### src/rtl/dma_reload_pkg.sv
// Shared types and helpers for the reload-mode DMA channel controller.
// Assumes a single channel with one register write port.
package dma_reload_pkg;

    localparam int SEL_W  = 3;
    localparam int CTRL_W = 7;

    typedef enum logic [SEL_W-1:0] {
        SEL_CTRL     = 3'd0,
        SEL_SRC      = 3'd1,
        SEL_DST      = 3'd2,
        SEL_SRC_BASE = 3'd3,
        SEL_DST_BASE = 3'd4,
        SEL_TOTAL    = 3'd5,
        SEL_BLOCK    = 3'd6
    } reg_sel_e;

    typedef enum logic [1:0] {
        STEP_HOLD = 2'd0,
        STEP_ONE  = 2'd1,
        STEP_TWO  = 2'd2,
        STEP_FOUR = 2'd3
    } step_e;

    localparam logic [1:0] MODE_RELOAD = 2'b01;

    // Control word, MSB first: dst step, src step, mode, enable
    typedef struct packed {
        logic [1:0] dst_step;
        logic [1:0] src_step;
        logic [1:0] mode;
        logic       en;
    } ctrl_t;

    // Byte increment for a step code
    function automatic logic [2:0] step_bytes(input step_e s);
        case (s)
            STEP_ONE:  return 3'd1;
            STEP_TWO:  return 3'd2;
            STEP_FOUR: return 3'd4;
            default:   return 3'd0;
        endcase
    endfunction

endpackage

### src/rtl/dma_ctrl_regs.sv
// Channel control register: enable, mode and per-address step codes.
// Assumes the write strobe is already decoded for this register; it is
// writable at any time, including while the channel runs.
module dma_ctrl_regs
    import dma_reload_pkg::*;
(
    input  logic              clk,
    input  logic              rst_n,
    input  logic              wr_en,
    input  logic [CTRL_W-1:0] wr_data,
    output ctrl_t             ctrl
);

    // Hold the control word; reset leaves the channel disabled
    always_ff @(posedge clk) begin
        if (!rst_n)
            ctrl <= '0;
        else if (wr_en)
            ctrl <= ctrl_t'(wr_data);
    end

endmodule

### src/rtl/dma_addr_unit.sv
// One address channel: a working address and its base copy. The working
// address advances by a step code on each transfer, or is restored from
// the base when a block ends. Assumes software writes and transfers never
// coincide (writes are only passed through while the channel is disabled).
module dma_addr_unit
    import dma_reload_pkg::*;
#(
    parameter int ADDR_W = 32
) (
    input  logic              clk,
    input  logic              rst_n,
    input  logic              wr_work,
    input  logic              wr_base,
    input  logic [ADDR_W-1:0] wr_data,
    input  logic [1:0]        step,
    input  logic              advance,
    input  logic              restore,
    output logic [ADDR_W-1:0] addr
);

    logic [ADDR_W-1:0] base;
    logic [ADDR_W-1:0] inc;

    // Byte increment chosen by the step code
    always_comb inc = ADDR_W'(step_bytes(step_e'(step)));

    // Working address: software load, restore at block end, or step
    always_ff @(posedge clk) begin
        if (!rst_n)
            addr <= '0;
        else if (wr_work)
            addr <= wr_data;
        else if (advance)
            addr <= restore ? base : addr + inc;
    end

    // Base copy used for restores
    always_ff @(posedge clk) begin
        if (!rst_n)
            base <= '0;
        else if (wr_base)
            base <= wr_data;
    end


    addr_step_chk: assert property (@(posedge clk) disable iff (!rst_n)
        (advance && !restore && !wr_work) |=> addr == $past(addr) + $past(inc));


    addr_restore_chk: assert property (@(posedge clk) disable iff (!rst_n)
        (advance && restore && !wr_work) |=> addr == $past(base));

endmodule

### src/rtl/dma_count_unit.sv
// Total counter, block register (reload value plus running block count)
// and the half and end flags. Signals a restore when a block ends on a
// transfer that is not the last. Assumes RV_LSB >= BLK_W so the two block
// fields do not overlap.
module dma_count_unit #(
    parameter int CNT_W  = 24,
    parameter int BLK_W  = 8,
    parameter int RV_LSB = 16
) (
    input  logic                    clk,
    input  logic                    rst_n,
    input  logic                    wr_total,
    input  logic [CNT_W-1:0]        wr_count,
    input  logic                    wr_block,
    input  logic [BLK_W-1:0]        wr_blk,
    input  logic [BLK_W-1:0]        wr_rv,
    input  logic                    accept,
    input  logic                    reload_mode,
    output logic [CNT_W-1:0]        cnt,
    output logic [RV_LSB+BLK_W-1:0] block_view,
    output logic                    cnt_zero,
    output logic                    restore,
    output logic                    half_end,
    output logic                    xfer_end
);

    localparam int GAP_W = RV_LSB - BLK_W;

    logic [BLK_W-1:0] blk;
    logic [BLK_W-1:0] rv;
    logic [CNT_W-1:0] half_thr;
    logic [CNT_W-1:0] cnt_dec;
    logic             last;
    logic             blk_done;

    // Decode the end-of-block and last-transfer conditions
    always_comb begin
        cnt_dec  = cnt - CNT_W'(1);
        cnt_zero = (cnt == '0);
        last     = (cnt == CNT_W'(1));
        blk_done = (blk <= BLK_W'(1));
        restore  = reload_mode && blk_done && !last;
    end

    // Register view: reload value in the upper field, count in the lower
    generate
        if (GAP_W > 0) begin : g_gap
            always_comb block_view = {rv, {GAP_W{1'b0}}, blk};
        end else begin : g_nogap
            always_comb block_view = {rv, blk};
        end
    endgenerate

    // Total counter, half threshold and both flags
    always_ff @(posedge clk) begin
        if (!rst_n) begin
            cnt      <= '0;
            half_thr <= '0;
            half_end <= 1'b0;
            xfer_end <= 1'b0;
        end else if (wr_total) begin
            cnt      <= wr_count;
            half_thr <= wr_count >> 1;
            half_end <= 1'b0;
            xfer_end <= 1'b0;
        end else if (accept) begin
            cnt <= cnt_dec;
            if (last)
                xfer_end <= 1'b1;
            if (cnt_dec == half_thr)
                half_end <= 1'b1;
        end
    end

    // Block count and reload value; touched by transfers only in reload mode
    always_ff @(posedge clk) begin
        if (!rst_n) begin
            blk <= '0;
            rv  <= '0;
        end else if (wr_block) begin
            blk <= wr_blk;
            rv  <= wr_rv;
        end else if (accept && reload_mode) begin
            if (restore)
                blk <= rv;
            else if (blk != '0)
                blk <= blk - BLK_W'(1);
        end
    end


    cnt_dec_chk: assert property (@(posedge clk) disable iff (!rst_n)
        (accept && !wr_total) |=> cnt == $past(cnt) - CNT_W'(1));


    idle_hold_chk: assert property (@(posedge clk) disable iff (!rst_n)
        (!accept && !wr_total) |=> $stable(cnt));


    end_zero_chk: assert property (@(posedge clk) disable iff (!rst_n)
        $rose(xfer_end) |-> cnt == '0);


    blk_refill_chk: assert property (@(posedge clk) disable iff (!rst_n)
        (accept && restore && !wr_block) |=> blk == $past(rv));


    normal_blk_chk: assert property (@(posedge clk) disable iff (!rst_n)
        (!reload_mode && !wr_block) |=> $stable(blk) && $stable(rv));


    end_no_refill_chk: assert property (@(posedge clk) disable iff (!rst_n)
        (accept && last && !wr_block) |=> blk == '0 || blk == $past(blk) - BLK_W'(1) || !$past(reload_mode));

endmodule

### src/rtl/dma_reload_chan.sv
// Top of the reload-mode DMA channel controller. Decodes the register
// write port, locks address and count registers while the channel is
// enabled, accepts transfer requests and drives both address units and
// the count unit. Assumes one request per cycle at most.
module dma_reload_chan
    import dma_reload_pkg::*;
#(
    parameter int ADDR_W = 32,
    parameter int CNT_W  = 24,
    parameter int BLK_W  = 8,
    parameter int RV_LSB = 16
) (
    input  logic              clk,
    input  logic              rst_n,
    input  logic              cfg_we,
    input  logic [2:0]        cfg_sel,
    input  logic [ADDR_W-1:0] cfg_wdata,
    input  logic              xfer_req,
    output logic              xfer_go,
    output logic [ADDR_W-1:0] xfer_src,
    output logic [ADDR_W-1:0] xfer_dst,
    output logic [CNT_W-1:0]  mon_count,
    output logic [ADDR_W-1:0] mon_reload,
    output logic              half_end,
    output logic              xfer_end,
    output logic              chan_on
);

    localparam int NUM_ADDR = 2;
    localparam int BV_W     = RV_LSB + BLK_W;

    ctrl_t             ctrl;
    logic              wr_open;
    logic              accept;
    logic              restore;
    logic              cnt_zero;
    logic              reload_mode;
    logic [BV_W-1:0]   block_view;
    logic [ADDR_W-1:0] addr_q [NUM_ADDR];

    dma_ctrl_regs u_ctrl (
        .clk     (clk),
        .rst_n   (rst_n),
        .wr_en   (cfg_we && cfg_sel == SEL_CTRL),
        .wr_data (cfg_wdata[CTRL_W-1:0]),
        .ctrl    (ctrl)
    );

    // Register lock, mode decode and request acceptance
    always_comb begin
        wr_open     = cfg_we && !ctrl.en;
        reload_mode = (ctrl.mode == MODE_RELOAD);
        accept      = xfer_req && ctrl.en && !cnt_zero;
    end

    // Source and destination address units
    generate
        for (genvar g = 0; g < NUM_ADDR; g++) begin : g_addr
            localparam reg_sel_e WORK_SEL = (g == 0) ? SEL_SRC : SEL_DST;
            localparam reg_sel_e BASE_SEL = (g == 0) ? SEL_SRC_BASE : SEL_DST_BASE;
            dma_addr_unit #(.ADDR_W(ADDR_W)) u_addr (
                .clk     (clk),
                .rst_n   (rst_n),
                .wr_work (wr_open && cfg_sel == WORK_SEL),
                .wr_base (wr_open && cfg_sel == BASE_SEL),
                .wr_data (cfg_wdata),
                .step    ((g == 0) ? ctrl.src_step : ctrl.dst_step),
                .advance (accept),
                .restore (restore),
                .addr    (addr_q[g])
            );
        end
    endgenerate

    dma_count_unit #(
        .CNT_W  (CNT_W),
        .BLK_W  (BLK_W),
        .RV_LSB (RV_LSB)
    ) u_count (
        .clk         (clk),
        .rst_n       (rst_n),
        .wr_total    (wr_open && cfg_sel == SEL_TOTAL),
        .wr_count    (cfg_wdata[CNT_W-1:0]),
        .wr_block    (wr_open && cfg_sel == SEL_BLOCK),
        .wr_blk      (cfg_wdata[BLK_W-1:0]),
        .wr_rv       (cfg_wdata[RV_LSB +: BLK_W]),
        .accept      (accept),
        .reload_mode (reload_mode),
        .cnt         (mon_count),
        .block_view  (block_view),
        .cnt_zero    (cnt_zero),
        .restore     (restore),
        .half_end    (half_end),
        .xfer_end    (xfer_end)
    );

    // Drive the outputs
    always_comb begin
        xfer_go    = accept;
        xfer_src   = addr_q[0];
        xfer_dst   = addr_q[1];
        mon_reload = ADDR_W'(block_view);
        chan_on    = ctrl.en;
    end


    locked_write_chk: assert property (@(posedge clk) disable iff (!rst_n)
        (cfg_we && chan_on && cfg_sel == SEL_SRC && !xfer_go) |=> $stable(xfer_src));


    go_needs_count_chk: assert property (@(posedge clk) disable iff (!rst_n)
        xfer_go |-> mon_count != '0 && chan_on);

endmodule

### config.mk
export PLATFORM = sky130hd
export DESIGN_NAME = dma_reload_chan
export DESIGN_NICKNAME = d
export VERILOG_FILES = /design/src/rtl/dma_reload_pkg.sv /design/src/rtl/dma_ctrl_regs.sv /design/src/rtl/dma_addr_unit.sv /design/src/rtl/dma_count_unit.sv /design/src/rtl/dma_reload_chan.sv
export SDC_FILE = /design/constraint.sdc
export NUM_CORES = 1
export LEC_CHECK = 0
export BUFFER_PORTS_ARGS = -buffer_cell sky130_fd_sc_hd__buf_2
export CORE_ASPECT_RATIO = 1.25
export CORE_UTILIZATION = 30
export CTS_BUF_LIST = sky130_fd_sc_hd__clkbuf_4 sky130_fd_sc_hd__clkbuf_8 sky130_fd_sc_hd__clkbuf_16
export CTS_CLUSTER_SIZE = 25
export DETAILED_ROUTE_END_ITERATION = 8
export GPL_ROUTABILITY_DRIVEN = 0
export GPL_TIMING_DRIVEN = 1
export HOLD_SLACK_MARGIN = 0.03
export PLACE_DENSITY = 0.48
export SETUP_SLACK_MARGIN = 0.15
export SLEW_MARGIN = 5
export SYNTH_ARGS = -nofsm -noshare
export SYNTH_HDL_FRONTEND = slang
export SYNTH_SLANG_ARGS = --single-unit
### constraint.sdc
create_clock -name clk -period 3.3 [get_ports clk]
set_input_delay 0.99 -clock clk [delete_from_list [all_inputs] [get_ports clk]]
set_output_delay 0.99 -clock clk [all_outputs]
set_load 0.005 [all_outputs]
==> results of run 1 <==
-- flip-flops by register name, summed over array words and instances (netlist names) --
signal and count:
u_ctrl.ctrl 7, g_addr.u_addr.base 64, u_count.xfer_end 1, g_addr.u_addr.addr 64
u_count.rv 8, u_count.blk 8, u_count.half_thr 23, u_count.half_end 1
u_count.cnt 24
-- area by class of cell --
type / instances / share of cell area (%)
clock inverters: 14 / 1.25
clock buffers: 18 / 3.39
repair buffers: 196 / 8.97
well taps: 474 / 4.65
flip-flops and latches: 200 / 31.4
multi-input cells: 1115 / 49.9
inverters: 14 / 0.432
-- cell families (layout without fill, tap and decap cells) --
logic type | count (synthesis) | in the layout | synth area share (%)
compound gates | 397 | 397 | 21.8
xor+xnor | 99 | 99 | 7.96
fa+ha+maj | 12 | 12 | 1.52
buf+inv | 129 | 242 | 5.86
flops | 200 | 200 | 36.8
mux | 10 | 10 | 0.965
other cells | 1 | 16 | 0.0344
simple gates | 581 | 581 | 25.1
-- metrics by stage --
step,worst slack [ns],hold slack (ns)
after floorplan,0.373,0.433
after global placement,0.533,0.439
after detailed placement,0.498,0.445
after CTS,0.206,0.455
after global routing,0.161,0.471
final,0.291,0.452
-- per-layer routing --
metal / vias up / track usage [%]
li1: 5170 / -
met1: 5102 / 27.3
met2: 265 / 37.5
met3: 50 / 2.58
met4: 0 / 7.76
met5: - / 0
-- synth_stat cells (all sizes together), types with 9 or more instances --
cell / n
o22ai: 9
nor2b: 10
o21ai: 94
ha: 10
nor2: 116
a221oi: 22
a22oi: 23
a21oi: 179
nand2: 310
xor2: 40
clkbuf: 66
buf: 49
dfxtp: 200
nand3: 31
o211ai: 11
nand4: 20
inv: 13
nor4: 16
nor3: 23
xnor2: 59
and3: 12
-- worst max-delay path by stage --
| stage | to | slack, ns | startpoint |
|---|---|---|---|
| 2_1_floorplan | xfer_go | 0.37 | u_count.cnt[0] |
| 3_3_place_gp | u_count.cnt[2] | 0.53 | u_count.cnt[17] |
| 3_5_place_dp | u_count.cnt[3] | 0.50 | u_count.cnt[17] |
| 4_1_cts | xfer_go | 0.21 | u_count.cnt[1] |
| 5_1_grt | xfer_go | 0.16 | u_count.cnt[1] |
| 6_report | xfer_go | 0.29 | u_count.cnt[1] |
-- worst min-delay path, cell delays in order (launching register included) --
cell	delay, ns
dfxtp_1	0.31
nand2_1	0.05
a21oi_1	0.05
-- report_power, final --
part | leakage [nW] | switching [mW] | internal (mW)
Combinational | 2.89 | 0.459 | 0.266
Sequential | 1.62 | 0.0682 | 2.47
Clock | 0.292 | 1.04 | 1.15
-- timing repair --
action	4_1_cts	5_1_grt
resized for setup	3	1
setup endpoints to repair	1	1
gates cloned	0	0
pin swaps	0	1
buffers inserted	0	1
==> flow_summary.toml, run 1 <==
[worst_hold_path]
hold_depth = 2
hp-class = "register to register"
worstHoldStart = "g_addr[1].u_addr.base[24]"
whs_endpoint = "g_addr[1].u_addr.base[24]"

[timing]
max_slew.worst_pin.slew_ns = 0.842
setup_viol = 0
tns_ns = 0
rsz0062_at_grt = "no"
max_freq_ghz = 0.332
fin_crit_sh_pct = 91.2
clock_skew_ns = 0.0122
period_minus_slack_ns = 3.01
slew_headroom_pct = 43.4
hold_viol = 0
drv_slew = 0

[finish]
fin_cells = 2031
final_common_cell = "nand2_1"
regArea_mm2 = 0.00400
fin_nets = 1595
multi_input_area_mm2 = 0.00637
area_growth_pct = 17.1
stdcell_area_mm2 = 0.0128
drive_gt1_share_pct = 17.5
final_cell_mix = "nand2_1, dfxtp_1, a21oi_1, buf_2, nor2_1"
fillers = 3761
diodes = 0
utilization_pct = 35.9

[critical_path]
cp.buffers_inverters = 3
ff2ff_setup_slack_ns = 0.68
worst-setup-path-type = "register to output port"
r2r-end = "u_count.cnt[3]"
critPathMaxStageDelay_ns = 0.37
crit_path_start_kind = "register"
worst_setup_path_end_kind = "output port"
cp_num_cells = 7
path_cells = "inv_1, ha_4, nor4b_4, nand4_4, o21ai_4, inv_2, buf_2"
critPathTopFamily = "simple AND/OR/NAND/NOR gates"
critical_path_arrival_ns = 2.02
r2r_start = "u_count.cnt[1]"
critical_path.slowest_cell = "dfxtp_1"
reg2reg_depth = 10
cp_data_required_time_ns = 2.31
cp_max_fo = 6

[logic_synthesis]
netlist_area_mm2 = 0.0109
syn_inst = 1429
postSynthAreaPerCell_um2 = 7.62
synth_edf_count = 0
synth.top_cells.by_area = "dfxtp_1, nand2_1, a21oi_1"
ys_types = 77
seq_area_frac_synth_pct = 36.8
ys_ff_latch = 200
synthFlopType = "dfxtp_1"
synth_top_cell_by_area = "dfxtp_1"
yosys_warnings = 0
netlist.area_leader.share_pct = 36.8
async_flop_share_pct = 0

[job]
cap_violations = 0

[clocking]
cts_max_path_buffers = 2
clk_latency_ns = 0.45
holdBufCountCts = 0
cts.sinks = 200
cts_buffers = 17
cts-root-buf = "clkbuf_16"
htreeDepth = 4
cts_tree = "done"
path_clk_slew_ns = 0.08

[die]
die_w_um = 172
rows = 77
die-height_um = 215
coreArea_mm2 = 0.0356
pin_count = 163
initial_core_util_pct = 30.6
dieArea_mm2 = 0.0371

[power_and_ir_drop]
p_per_area_mw_per_mm2 = 427
p_leak_nw = 4.80
irDropWorstVdd_v = 0.000322
total_power_mw = 5.45

[place]
place_area_mm2 = 0.0121
port_buffers = 146
dp_hpwl_um = 27700
dp_cells = 1998

[route]
met3_length_um = 1530
dr.pass1.iters = 5
routed.top_layer = "met4"
wl_per_cell_um = 19.6
wl_um = 39800
via_per_inst = 5.21
via_count = 10587
routed-wl-met2_um = 19800
antenna_left = 0
wl_met1_um = 17400
drc = 0
drt_iter0_drc = 775

[global_route]
gr-total-overflow = 0
grt_max_degree = 69
grt.total_usage_pct = 21.7
grt_pass1_vias = 10281
antenna_found_initial = 0
grt_pass1_wl_um = 61200

[outcome]
status = "finished, final reports clean"
Note: power is estimated with default switching activity, not from simulation.
==> run 2: changes to the inputs <==
Settings changed: SYNTH_HIERARCHICAL set to 1.
==> flow_summary.toml, run 2 <==
[die]
pin_count = 163
rows = 79
initial_core_util_pct = 30.7
coreArea_mm2 = 0.0376
die_w_um = 177
die-height_um = 221
dieArea_mm2 = 0.0393

[global_route]
antenna_found_initial = 0
gr-total-overflow = 0
grt_pass1_vias = 10218
grt_max_degree = 102
grt_pass1_wl_um = 61300
grt.total_usage_pct = 20.4

[logic_synthesis]
synth_edf_count = 0
yosys_warnings = 6
synth_common_cells = "dfxtp_1, nor2_1, nand2_1"
netlist_area_mm2 = 0.0115
postSynthAreaPerCell_um2 = 8.26
ys_ff_latch = 200
synth_top_cell_by_area = "dfxtp_1"
ys_types = 87
netlist.area_leader.share_pct = 34.7
yosysMostFrequentCell = "dfxtp_1"
seq_area_frac_synth_pct = 34.7
syn_inst = 1398
async_flop_share_pct = 0
synth.top_cells.by_area = "dfxtp_1, mux2i_1, nor2_1"
synthFlopType = "dfxtp_1"

[route]
wl_per_cell_um = 19.7
met3_length_um = 1380
drt_iter0_drc = 632
routed.top_layer = "met4"
wl_met1_um = 17300
antenna_left = 0
wl_um = 39900
drc = 0
via_per_inst = 5.24
via_count = 10593
routed-wl-met2_um = 20100
dr.pass1.iters = 5

[critical_path]
crit_path_start_kind = "register"
cp_data_required_time_ns = 2.31
critical_path_arrival_ns = 2.06
worst_setup_path_end_kind = "output port"
cp_max_fo = 9
critPathTopFamily = "simple AND/OR/NAND/NOR gates"
worst-setup-path-type = "register to output port"
path_cells = "nor3_4, and2_4, nor2b_2, nor2_4, buf_4, buf_2"
critical_path.slowest_cell = "nor3_4"
cp.buffers_inverters = 2
critPathMaxStageDelay_ns = 0.43

[clocking]
cts.sinks = 200
clk_latency_ns = 0.45
path_clk_slew_ns = 0.08
cts_buffers = 17
cts_tree = "done"
cts-root-buf = "clkbuf_16"
htreeDepth = 4
cts_max_path_buffers = 2

[timing]
period_minus_slack_ns = 3.05
clock_skew_ns = 0.0137
max_slew.worst_pin.slew_ns = 0.809
fin_crit_sh_pct = 92.5
rsz0062_at_grt = "no"
tns_ns = 0
slew_headroom_pct = 45.6
max_freq_ghz = 0.327
setup_viol = 0
hold_viol = 0
drv_slew = 0

[outcome]
status = "finished, final reports clean"

[worst_hold_path]
hp-class = "register to register"

[power_and_ir_drop]
p_per_area_mw_per_mm2 = 403
irDropWorstVdd_v = 0.000350
total_power_mw = 5.43
p_leak_nw = 5.24

[finish]
reg_top3 = "g_addr.u_addr/addr: 64 flops, g_addr.u_addr/base: 64 flops, u_count/cnt: 24 flops"
fillers = 3977
diodes = 0
multi_input_area_mm2 = 0.00698
fin_nets = 1574
drive_gt1_share_pct = 17.9
area_growth_pct = 16.9
regArea_mm2 = 0.00401
final_common_cell = "dfxtp_1"
final_cell_mix = "dfxtp_1, buf_2, nor2_1, nand2_1, mux2i_1"

[job]
cap_violations = 0

[place]
dp_hpwl_um = 28400
port_buffers = 146
## run 2: cell types whose count changed after synthesis, sizes merged, moves of 24 or more
cell and delta:
and3 +31, nand2 -200, and2 +24, nand3 +32
mux2i +97, nand2b +26, a21oi -91
## run 2: per-layer routing
metal	vias to the layer above	global-route usage, %
met5	-	0
met2	263	35.5
met4	0	7.33
li1	5176	-
met1	5100	25.2
met3	54	2.75
## run 2: kinds of logic (layout without fill, tap and decap cells)
| family | Yosys count | after routing | synth area share, % |
|---|---|---|---|
| AO/OA/AOI/OAI | 307 | 307 | 16.3 |
| XOR/XNOR | 90 | 90 | 6.83 |
| adder cells (fa/ha/maj) | 12 | 12 | 1.43 |
| buffers and inverters | 133 | 256 | 5.96 |
| flip-flops | 200 | 200 | 34.7 |
| multiplexers | 105 | 105 | 9.13 |
| other | 2 | 16 | 0.0651 |
| AND/OR/NAND/NOR | 549 | 549 | 25.6 |
## run 2: final timing paths
check | start | endpoint | slack (ns) | cells past startpoint
max | u_count/cnt[6] | xfer_go | 0.25 | 6
min | g_addr[1].u_addr/base[20] | g_addr[1].u_addr/addr[20] | 0.47 | 2
max reg2reg | u_count/cnt[1] | u_count/half_end | 0.43 | 14
min reg2reg | g_addr[1].u_addr/base[20] | g_addr[1].u_addr/addr[20] | 0.47 | 2
## run 2: repair_timing
item                                    in CTS  in global routing
gates resized for setup                      1                  7
pin swaps                                    2                  3
setup buffers                                2                  1
hold buffers                                 0                  0
endpoints found under the setup margin       1                  5
## run 2: through the flow
stage	area, um^2	cells	utilization [%]	hold WS, ns	setup slack (ns)
2_1_floorplan	11600	1412	-	0.432	0.206
3_3_place_gp	12800	1987	34.2	0.437	0.349
3_5_place_dp	12800	1987	34.2	0.450	0.316
4_1_cts	13500	2020	35.8	0.470	0.170
5_1_grt	13500	2021	35.9	0.495	0.164
6_report	13500	2021	35.9	0.466	0.246
## run 2: area by class of cell
class                   count  area share, %
clock buffers              17           3.15
flip-flops and latches    200           29.7
inverters                  24          0.668
well taps                 486           4.51
clock inverters            14           1.23
multi-input cells        1079           51.7
repair buffers            201           9.03
## run 2: tightest hold or removal path, stage by stage (launching register included)
cell and delay [ns]:
dfxtp_1 0.33, nand2_1 0.05, o221ai_1 0.05
## run 2: report_power, final
group	switching, mW	total [mW]	internal, mW
Combinational	0.424	0.710	0.286
Clock	1.06	2.19	1.14
Sequential	0.0662	2.53	2.47
Total	1.55	5.43	3.89
